[config.mk]
export PLATFORM = sky130hd
export DESIGN_NAME = hirq_status_unit
export DESIGN_NICKNAME = d
export VERILOG_FILES = /design/src/rtl/hirq_pkg.sv /design/src/rtl/hirq_lsb_enc.sv /design/src/rtl/hirq_dma_bank.sv /design/src/rtl/hirq_status_unit.sv
export SDC_FILE = /design/constraint.sdc
export NUM_CORES = 1
export LEC_CHECK = 0
export CORE_MARGIN = 4
export CORE_UTILIZATION = 50
export DETAILED_ROUTE_END_ITERATION = 7
export GPL_TIMING_DRIVEN = 0
export PLACE_DENSITY = 0.8
export SLEW_MARGIN = 25
export SYNTH_ARGS = -nofsm -noshare
export SYNTH_HDL_FRONTEND = slang
export SYNTH_SLANG_ARGS = --single-unit
[constraint.sdc]
create_clock -name clk -period 2.2 [get_ports clk]
set_input_delay 0.33 -clock clk [delete_from_list [all_inputs] [get_ports clk]]
set_output_delay 0.33 -clock clk [all_outputs]
set_load 0.02 [all_outputs]
[src/rtl/hirq_pkg.sv]
package hirq_pkg;
    localparam int DW      = 32;
    localparam int AW      = 3;
    localparam int N_CRIT  = 4;
    localparam int N_MAIN  = 17;
    localparam int N_PERI  = 32;
    localparam int N_DMA   = 32;
    localparam int CRIT_IW = $clog2(N_CRIT);
    localparam int GRP_IW  = 5;

    // encoded status field positions (decoded by software)
    localparam int ST_CRIT_V   = 10;
    localparam int ST_CRIT_LSB = 8;
    localparam int ST_MAIN_V   = 21;
    localparam int ST_MAIN_LSB = 16;
    localparam int ST_PERI_V   = 29;
    localparam int ST_PERI_LSB = 24;

    // fixed cascade indices
    localparam int CASC_CRIT = 2;
    localparam int CASC_MAIN = 4;
    localparam int CASC_PERI = 0;

    typedef enum logic [AW-1:0] {
        A_STATUS = 3'd0,
        A_MMASK  = 3'd1,
        A_PMASK  = 3'd2,
        A_DPEND  = 3'd3,
        A_DMASK  = 3'd4,
        A_CTRL   = 3'd5
    } reg_addr_e;

    typedef enum logic [1:0] {
        CLS_NONE = 2'd0,
        CLS_PERI = 2'd1,
        CLS_MAIN = 2'd2,
        CLS_CRIT = 2'd3
    } irq_class_e;

    typedef struct packed {
        logic              valid;
        logic [GRP_IW-1:0] idx;
    } grp_hit_t;

    function automatic logic [DW-1:0] pack_status(grp_hit_t c, grp_hit_t m, grp_hit_t p);
        logic [DW-1:0] s;
        s = '0;
        s[ST_CRIT_V] = c.valid;
        s[ST_CRIT_LSB +: CRIT_IW] = c.idx[CRIT_IW-1:0];
        s[ST_MAIN_V] = m.valid;
        s[ST_MAIN_LSB +: GRP_IW] = m.idx;
        s[ST_PERI_V] = p.valid;
        s[ST_PERI_LSB +: GRP_IW] = p.idx;
        return s;
    endfunction

    function automatic irq_class_e pick_class(grp_hit_t c, grp_hit_t m, grp_hit_t p);
        if (c.valid)      return CLS_CRIT;
        else if (m.valid) return CLS_MAIN;
        else if (p.valid) return CLS_PERI;
        else              return CLS_NONE;
    endfunction
endpackage

[src/rtl/hirq_lsb_enc.sv]
module hirq_lsb_enc #(
    parameter int W  = 32,
    parameter int IW = 5
) (
    input  logic          clk,
    input  logic          rst,
    input  logic [W-1:0]  vec,
    output logic          valid,
    output logic [IW-1:0] idx
);
    always_comb begin
        valid = 1'b0;
        idx   = '0;
        for (int i = W - 1; i >= 0; i--) begin
            if (vec[i]) begin
                valid = 1'b1;
                idx   = IW'(i);
            end
        end
    end

    // reported index is set and nothing below it is set
    assert_lowest_wins_R3: assert property (@(posedge clk) disable iff (rst)
        valid |-> (vec[idx] && ((vec & ((W'(1) << idx) - W'(1))) == '0)));

    assert_none_means_empty_R3: assert property (@(posedge clk) disable iff (rst)
        !valid |-> (vec == '0));
endmodule

[src/rtl/hirq_dma_bank.sv]
module hirq_dma_bank #(
    parameter int N  = 32,
    parameter int IW = $clog2(N)
) (
    input  logic          clk,
    input  logic          rst,
    input  logic [N-1:0]  req,
    input  logic          clr_we,
    input  logic [N-1:0]  clr_bits,
    input  logic          mask_we,
    input  logic [N-1:0]  mask_wdata,
    output logic [N-1:0]  pend,
    output logic [N-1:0]  mask,
    output logic          valid,
    output logic [IW-1:0] idx
);
    logic [N-1:0] pend_d;

    always_comb begin
        pend_d = pend;
        if (clr_we) pend_d = pend_d & ~clr_bits;
        pend_d = pend_d | req;          // a new request beats a clear
    end

    always_ff @(posedge clk) begin
        if (rst) begin
            pend <= '0;
            mask <= '1;
        end else begin
            pend <= pend_d;
            if (mask_we) mask <= mask_wdata;
        end
    end

    hirq_lsb_enc #(.W(N), .IW(IW)) u_enc (
        .clk(clk), .rst(rst), .vec(pend & ~mask), .valid(valid), .idx(idx)
    );

    // without a clear, pending bits never drop
    assert_pend_hold_R5: assert property (@(posedge clk) disable iff (rst)
        !clr_we |=> ((pend & $past(pend)) == $past(pend)));

    // a request is pending on the next cycle
    assert_req_latch_R5: assert property (@(posedge clk) disable iff (rst)
        1'b1 |=> ((pend & $past(req)) == $past(req)));

    // reported DMA hit is pending and enabled
    assert_hit_enabled_R6: assert property (@(posedge clk) disable iff (rst)
        valid |-> (pend[idx] && !mask[idx]));
endmodule

[src/rtl/hirq_status_unit.sv]
module hirq_status_unit
    import hirq_pkg::*;
(
    input  logic                 clk,
    input  logic                 rst,
    input  logic                 reg_we,
    input  logic [AW-1:0]        reg_addr,
    input  logic [DW-1:0]        reg_wdata,
    output logic [DW-1:0]        reg_rdata,
    input  logic [N_CRIT-1:0]    crit_src,
    input  logic [N_MAIN-1:0]    main_src,
    input  logic [N_PERI-1:0]    peri_src,
    input  logic [N_DMA-1:0]     dma_req,
    output logic                 irq_req,
    output logic [1:0]           irq_class,
    output logic                 dma_valid,
    output logic [GRP_IW-1:0]    dma_idx
);
    localparam int DMA_IW  = $clog2(N_DMA);
    localparam int MAIN_IW = $clog2(N_MAIN);
    localparam int PERI_IW = $clog2(N_PERI);

    logic [N_MAIN-1:0] mmask_q;
    logic [N_PERI-1:0] pmask_q;
    logic              route_q;
    logic [N_CRIT-1:0] crit_pend;

    logic [N_DMA-1:0]  dma_pend, dma_mask;
    logic [DMA_IW-1:0] dma_idx_w;

    logic [N_CRIT-1:0] crit_vec;
    logic [N_MAIN-1:0] main_vec;
    logic [N_PERI-1:0] peri_vec;

    logic               crit_v, main_v, peri_v;
    logic [CRIT_IW-1:0] crit_i;
    logic [MAIN_IW-1:0] main_i;
    logic [PERI_IW-1:0] peri_i;
    grp_hit_t           crit_hit, main_hit, peri_hit;

    reg_addr_e addr_e;
    logic      wr_status, wr_mmask, wr_pmask, wr_dpend, wr_dmask, wr_ctrl;
    logic      crit_ack;

    assign addr_e    = reg_addr_e'(reg_addr);
    assign wr_status = reg_we && (addr_e == A_STATUS);
    assign wr_mmask  = reg_we && (addr_e == A_MMASK);
    assign wr_pmask  = reg_we && (addr_e == A_PMASK);
    assign wr_dpend  = reg_we && (addr_e == A_DPEND);
    assign wr_dmask  = reg_we && (addr_e == A_DMASK);
    assign wr_ctrl   = reg_we && (addr_e == A_CTRL);
    assign crit_ack  = wr_status && reg_wdata[ST_CRIT_V] && crit_v;

    // ---------------- mask / control registers ----------------
    always_ff @(posedge clk) begin
        if (rst) begin
            mmask_q <= '1;
            pmask_q <= '1;
            route_q <= 1'b0;
        end else begin
            if (wr_mmask) mmask_q <= reg_wdata[N_MAIN-1:0];
            if (wr_pmask) pmask_q <= reg_wdata[N_PERI-1:0];
            if (wr_ctrl)  route_q <= reg_wdata[0];
        end
    end

    // ---------------- DMA task bank ----------------
    hirq_dma_bank #(.N(N_DMA), .IW(DMA_IW)) u_dma (
        .clk(clk), .rst(rst), .req(dma_req),
        .clr_we(wr_dpend), .clr_bits(reg_wdata[N_DMA-1:0]),
        .mask_we(wr_dmask), .mask_wdata(reg_wdata[N_DMA-1:0]),
        .pend(dma_pend), .mask(dma_mask),
        .valid(dma_valid), .idx(dma_idx_w)
    );
    assign dma_idx = GRP_IW'(dma_idx_w);

    // ---------------- peripheral group (reversed mask) ----------------
    for (genvar i = 0; i < N_PERI; i++) begin : g_peri
        if (i == CASC_PERI) begin : g_casc
            assign peri_vec[i] = dma_valid & ~pmask_q[N_PERI-1-i];
        end else begin : g_src
            assign peri_vec[i] = peri_src[i] & ~pmask_q[N_PERI-1-i];
        end
    end

    hirq_lsb_enc #(.W(N_PERI), .IW(PERI_IW)) u_peri_enc (
        .clk(clk), .rst(rst), .vec(peri_vec), .valid(peri_v), .idx(peri_i)
    );

    // ---------------- main group (reversed mask) ----------------
    for (genvar i = 0; i < N_MAIN; i++) begin : g_main
        if (i == CASC_MAIN) begin : g_casc
            assign main_vec[i] = peri_v & ~route_q & ~mmask_q[N_MAIN-1-i];
        end else begin : g_src
            assign main_vec[i] = main_src[i] & ~mmask_q[N_MAIN-1-i];
        end
    end

    hirq_lsb_enc #(.W(N_MAIN), .IW(MAIN_IW)) u_main_enc (
        .clk(clk), .rst(rst), .vec(main_vec), .valid(main_v), .idx(main_i)
    );

    // ---------------- critical group (latched, cascade live) ----------------
    for (genvar i = 0; i < N_CRIT; i++) begin : g_crit
        if (i == CASC_CRIT) begin : g_casc
            always_ff @(posedge clk) crit_pend[i] <= 1'b0;
            assign crit_vec[i] = peri_v & route_q;
        end else begin : g_latch
            always_ff @(posedge clk) begin
                if (rst)
                    crit_pend[i] <= 1'b0;
                else
                    crit_pend[i] <= (crit_pend[i] & ~(crit_ack && (crit_i == CRIT_IW'(i))))
                                    | crit_src[i];
            end
            assign crit_vec[i] = crit_pend[i];
        end
    end

    hirq_lsb_enc #(.W(N_CRIT), .IW(CRIT_IW)) u_crit_enc (
        .clk(clk), .rst(rst), .vec(crit_vec), .valid(crit_v), .idx(crit_i)
    );

    // ---------------- encoding and read-back ----------------
    assign crit_hit = '{valid: crit_v, idx: GRP_IW'(crit_i)};
    assign main_hit = '{valid: main_v, idx: GRP_IW'(main_i)};
    assign peri_hit = '{valid: peri_v, idx: GRP_IW'(peri_i)};

    assign irq_class = pick_class(crit_hit, main_hit, peri_hit);
    assign irq_req   = (irq_class != CLS_NONE);

    always_comb begin
        case (addr_e)
            A_STATUS: reg_rdata = pack_status(crit_hit, main_hit, peri_hit);
            A_MMASK:  reg_rdata = DW'(mmask_q);
            A_PMASK:  reg_rdata = DW'(pmask_q);
            A_DPEND:  reg_rdata = DW'(dma_pend);
            A_DMASK:  reg_rdata = DW'(dma_mask);
            A_CTRL:   reg_rdata = DW'(route_q);
            default:  reg_rdata = '0;
        endcase
    end

    // masks closed and critical flags clear right after reset
    assert_reset_state_R1: assert property (@(posedge clk) disable iff (rst)
        $past(rst) |-> (mmask_q == '1 && pmask_q == '1 && crit_pend == '0));

    // latched critical flags only drop after an acknowledge
    assert_crit_hold_R2: assert property (@(posedge clk) disable iff (rst)
        !crit_ack |=> ((crit_pend & $past(crit_pend)) == $past(crit_pend)));

    // acknowledge clears the reported critical flag when its source is idle
    assert_crit_ack_R8: assert property (@(posedge clk) disable iff (rst)
        (crit_ack && crit_i != CRIT_IW'(CASC_CRIT) && !crit_src[crit_i])
        |=> !crit_pend[$past(crit_i)]);

    // main index 4 only appears through the low-priority route
    assert_main_cascade_R7: assert property (@(posedge clk) disable iff (rst)
        (main_v && main_i == MAIN_IW'(CASC_MAIN)) |-> (peri_v && !route_q));

    // critical index 2 only appears through the high-priority route
    assert_crit_cascade_R7: assert property (@(posedge clk) disable iff (rst)
        (crit_v && crit_i == CRIT_IW'(CASC_CRIT)) |-> (peri_v && route_q));

    // peripheral index 0 reflects the DMA bank only
    assert_peri0_dma_R6: assert property (@(posedge clk) disable iff (rst)
        (peri_v && peri_i == '0) |-> dma_valid);
endmodule

Word level (Yosys, flattened, before mapping)
Cells that the tools add are included.

operators by class
  eq/ne operators = 7
  mux-type cells = 175
  bitwise logic cells = 115
  reductions and logical operators = 14

operator list
  operator            number
  $mux 5              81
  $pmux 32 s6         1
  $mux 1              86
  $and 32x32->32      2
  $not 32->32         2
  $and 1x1->1         54
  $not 1->1           53
  $mux 32             1
  $or 32x32->32       1
  $mux 2              6
  $logic_and 1x1->1   11
  $eq 3x2->1 const B  2
  $eq 3x3->1 const B  2
  $eq 3x1->1 const B  1
  $logic_not 3->1     1
  $or 1x1->1          3
  $eq 2x1->1 const B  1
  $eq 2x2->1 const B  1
  $logic_not 2->1     1
  $reduce_bool 2->1   1

word-level totals
  bits in registers = 117
  input port bits = 123
  output and inout port bits = 41
  logic and storage cells = 319

Logic depth before layout (Yosys ltp)
  word-level depth = 46
  depth in mapped cells = 9
  gate-level depth less buffers = 7

Hierarchy
Synthesis repeated with hierarchy kept, for this count alone.

unflattened totals
  cells, all modules = 842
  area, all modules = 6991.7 um2

by module, submodules not included
  module                           instances  cells an instance  area an instance (um2)  sequential area each (um2)
  hirq_status_unit                 1          397                3404.5                  1061.0
  hirq_dma_bank                    1          273                2621.3                  1281.2
  hirq_lsb_enc at u_dma.u_enc ...  2          65                 370.4                   0.0
  hirq_lsb_enc at u_main_enc       1          35                 190.2                   0.0
  hirq_lsb_enc at u_crit_enc       1          7                  35.0                    0.0

Worst setup path after synthesis
Ideal clock, no wire load.

  path type = input-to-output
  start point = input peri_src[23]
  end point = output reg_rdata[17]
  arrival = 2.009 ns
  required time = 1.870 ns
  slack = -0.139 ns
  stages on the path = 7
  buffers on the path = 0
  cell sequence = nor2b_1 nand4b_4 nor4_4 nand4_4 o21ai_4 a31oi_1 o31ai_1

on the way
  word-level cells in the longest chain between the ends = 33

ends and longest elaborated chain
  element                   line                     RTL
  start: declaration        hirq_status_unit.sv:12   input logic [N_PERI-1:0] peri_src,
  $and 1x1->1               hirq_status_unit.sv:82   assign peri_vec[i] = peri_src[i] & ~pmask_q[N_PERI-1-i];
  $mux 1 (24 in a row)      hirq_lsb_enc.sv:15       if (vec[i]) begin
  $and 1x1->1 (2 in a row)  hirq_status_unit.sv:93   assign main_vec[i] = peri_v & ~route_q & ~mmask_q[N_MAIN-1-i];
  $mux 5 (5 in a row)       hirq_lsb_enc.sv:15
  $pmux 32 s6               hirq_status_unit.sv:133  case (addr_e)
  end: declaration          hirq_status_unit.sv:9    output logic [DW-1:0] reg_rdata,

No other way between the ends.

Worst setup path after layout
  start point = register u_dma.mask[4]
  end point = output reg_rdata[18]

on the way
  word-level cells in the longest chain between the ends = 17

ends and longest elaborated chain
  element                   line                     RTL
  start: declaration        hirq_dma_bank.sv:13      output logic [N-1:0] mask,
  start signal: assignment  hirq_dma_bank.sv:31      if (mask_we) mask <= mask_wdata;
  $not 32->32               hirq_dma_bank.sv:36      .clk(clk), .rst(rst), .vec(pend & ~mask), .valid(valid), .idx(idx)
  $and 32x32->32            hirq_dma_bank.sv:36
  $mux 1 (5 in a row)       hirq_lsb_enc.sv:15
  $and 1x1->1               hirq_status_unit.sv:80   assign peri_vec[i] = dma_valid & ~pmask_q[N_PERI-1-i];
  $mux 1                    hirq_lsb_enc.sv:15
  $and 1x1->1 (2 in a row)  hirq_status_unit.sv:93
  $mux 5 (5 in a row)       hirq_lsb_enc.sv:15
  $pmux 32 s6               hirq_status_unit.sv:133

No other way between the ends.

==> run summary <==
cells after synthesis = 899
Detailed Routing Iterations Pass 1 = 6
PortBufs = 159
share of cells above drive strength 1 = 0.256
synth top area cells = dfxtp_1, nand2_1, nand3b_1
pwr/cell area = 643 nW/um^2
worst endpoint required time = 1870 ps
Worst Hold Depth = 2
Main synth FF type = dfxtp_1
mean post-synth cell area = 7.43 um^2
Starting Density = 0.519
register area share after synthesis = 0.350
die width = 124 um
RSZ-0062 raised after global routing = yes
Initial DRC Count = 1031
Layout fillers = 895
top-count cell post-synth = nand2_1
post-synth top area cell = dfxtp_1
routability cong. = 0.973
vias per cell = 6.09
number of synthesized flops with an enable pin = 0
dpl hpwl = 18900 um
count of pins over their slew limit = 0
Final nets = 1252
Slew HR = 0.405
Max Cap Viol = 0
Hold Crit Start = u_dma.mask[16]$_SDFFE_PP1P_
Seq cells post-synth = 117
GR Util All Layers = 0.342
Lkg Pwr = 4.59 nW
Boundary Pins = 164
Final ANT Viol Nets = 0
Setup Skew = 3.60 ps
slack of the critical path = -722 ps
number of global-route vias before repair = 7419
Clock Sinks = 117
Max clock buf depth = 2
Worst-Margin Slew = 886 ps
DRT Wirelength = 27600 um
ys async rst share = 0
total die area = 15300 um^2
Final min period = 2920 ps
WS Path Type = reg -> out
Inserted Diodes = 0
TritonCTS clock tree = built
Tcrit/Tclk final = 1.33
synth cell count leaders = nand2_1, dfxtp_1, nand3b_1
DRC violations left = 0
largest net degree at the start of global routing = 17
chip height = 124 um
R2R setup slack = 70 ps
WP data arrival = 2590 ps
Adder-Cell Fraction of Synth Area = 0
worst hold path endpoint = u_dma.mask[16]$_SDFFE_PP1P_
non-filler cells, final = 1314
syn nets = 1022
core area = 12900 um^2
post-synth cell types = 63
Synth Area in Simple Gates = 0.421
# setup viols final = 25
area of the multi-input gates = 4660 um^2
CTS H-Tree Depth = 4
Worst VDD drop = 0.000621 V
DR vias = 8006
clock slew at reported path FFs = 60 ps
Syn Std Cell Area = 6680 um^2
post-synth top area share = 0.350
Placed Cells = 1230
worst reg2reg endpoint = crit_pend[3]$_SDFF_PP0_
routed length per instance = 21.0 um
mux share of post-synthesis cell area = 0.00300
initial antenna violation count = 0
failing checks = negative setup slack
global-route wire length before repair = 39300 um
Critical R2R Launch = pmask_q[9]$_SDFFE_PP1P_
CP max FO = 4
R2R depth = 9
CP Launch Type = flop
largest family of logic cells by synthesized area = simple AND/OR/NAND/NOR gates
Setup Total Neg Slack = -12840 ps
Compound-Gate Fraction of Synth Area = 0.186
crit end category = output pin
outcome = finished, violations left
CTS root buf = clkbuf_16
overflow left after global routing = 0
final hold vios = 0
# rows = 41
post-synthesis xor/xnor area fraction = 0
Hold Path Class = reg -> reg
FF/Latch Area = 2390 um^2
cts hold-fix bufs = 0
YS warnings = 0
Worst-Skew Late Latency = 420 ps
Max Clk Rate = 0.342 GHz
CTS Buf Count = 17
Syn-to-layout area delta = 51.4%
[layer usage]
metal | share of wire | routed length (um) | up-vias | GRT usage
li1 | - | - | 3573 | -
met2 | 0.45 | 12300 | 566 | 0.536
met1 | 0.39 | 10800 | 3742 | 0.444
met3 | 0.12 | 3340 | 125 | 0.0945
met5 | 0 | 0 | - | 0
met4 | 0.040 | 1110 | 0 | 0.144
[logic make-up (layout without fill, tap and decap cells)]
family / after synthesis / in the layout
compound gates: 187 / 187
mux: 2 / 2
buf+inv: 67 / 310
flops: 117 / 117
simple gates: 526 / 526
[state kept, by name, summed over array words and instances (netlist names)]
name        flops
crit_pend       3
mmask_q        17
pmask_q        32
route_q         1
u_dma.mask     32
u_dma.pend     32
[cell usage in the layout, fill, tap and decap left out, types with 6 or more instances in the layout]
cell type / netlist / routed
clkbuf_8: 0 / 6
buf_4: 0 / 53
a211o_1: 6 / 6
dfxtp_2: 0 / 32
a21oi_1: 60 / 56
nand3_1: 13 / 9
buf_6: 0 / 25
nand3b_1: 79 / 79
o21ai_0: 27 / 18
or2b_4: 0 / 9
inv_1: 16 / 15
nor3_1: 8 / 6
nor2b_4: 1 / 7
clkdlybuf4s50_1: 0 / 106
nand2b_1: 36 / 13
nand2_1: 242 / 239
nor2_1: 62 / 57
nand4_1: 6 / 6
nand2b_4: 0 / 23
clkbuf_16: 0 / 18
clkbuf_1: 38 / 32
buf_2: 11 / 29
a22oi_1: 47 / 46
nor2b_1: 33 / 25
dlygate4sd2_1: 0 / 8
dfxtp_1: 117 / 82
[worst max path at each step]
stage,start,endpoint,cells past startpoint
detailed placement,reg_addr[1],reg_rdata[17],9
CTS,u_dma.pend[15]$_SDFF_PP0_,reg_rdata[20],8
global placement,reg_addr[1],reg_rdata[17],9
global route,u_dma.mask[1]$_SDFFE_PP1P_,reg_rdata[18],9
finish,u_dma.mask[4]$_SDFFE_PP1P_,reg_rdata[18],9
floorplan,u_dma.pend[12]$_SDFF_PP0_,reg_rdata[28],7
[final cells by class]
class | instances | area share
clock inverter | 9 | 0.00767
timing repair buffer | 212 | 0.192
clock buffer | 23 | 0.0472
multi-input combinational | 715 | 0.461
sequential | 117 | 0.237
buffer | 50 | 0.0284
inverter | 16 | 0.00594
tap | 172 | 0.0213
[power breakdown]
part / internal (mW) / switching (mW)
sequential: 2.23 / 0.107
clock: 1.63 / 1.00
combinational: 0.747 / 0.793
total: 4.60 / 1.90
[worst max-delay path: stages (launching register included)]
cell       delay (ps)
dfxtp_2           330
nand2b_4          150
o2111ai_4         160
nor4_4            450
a21oi_4           150
o21ai_4           230
buf_4             160
a31oi_2           110
a211o_1           270
buf_4             160
[what timing repair did]
action                     in CTS  in global routing
resized for setup             339                 86
setup endpoints to repair      80                 42
buffers inserted               32                 22
pin swaps                      40                 32
gates cloned                    0                  0
[metrics by stage]
step                      utilization  instance area (um^2)  setup WS [ps]  hold slack [ps]  power, mW
after global routing            0.786                 10100           -770              504       6.68
after global placement          0.661                  8520          -1390              464       3.62
after CTS                       0.753                  9700           -647              479       6.31
after detailed placement        0.661                  8520          -1390              470       3.63
after floorplan                     -                  6710          -11.0              447       2.99
final                           0.786                 10100           -722              479       6.51
Power figures use the tool's default switching activity.
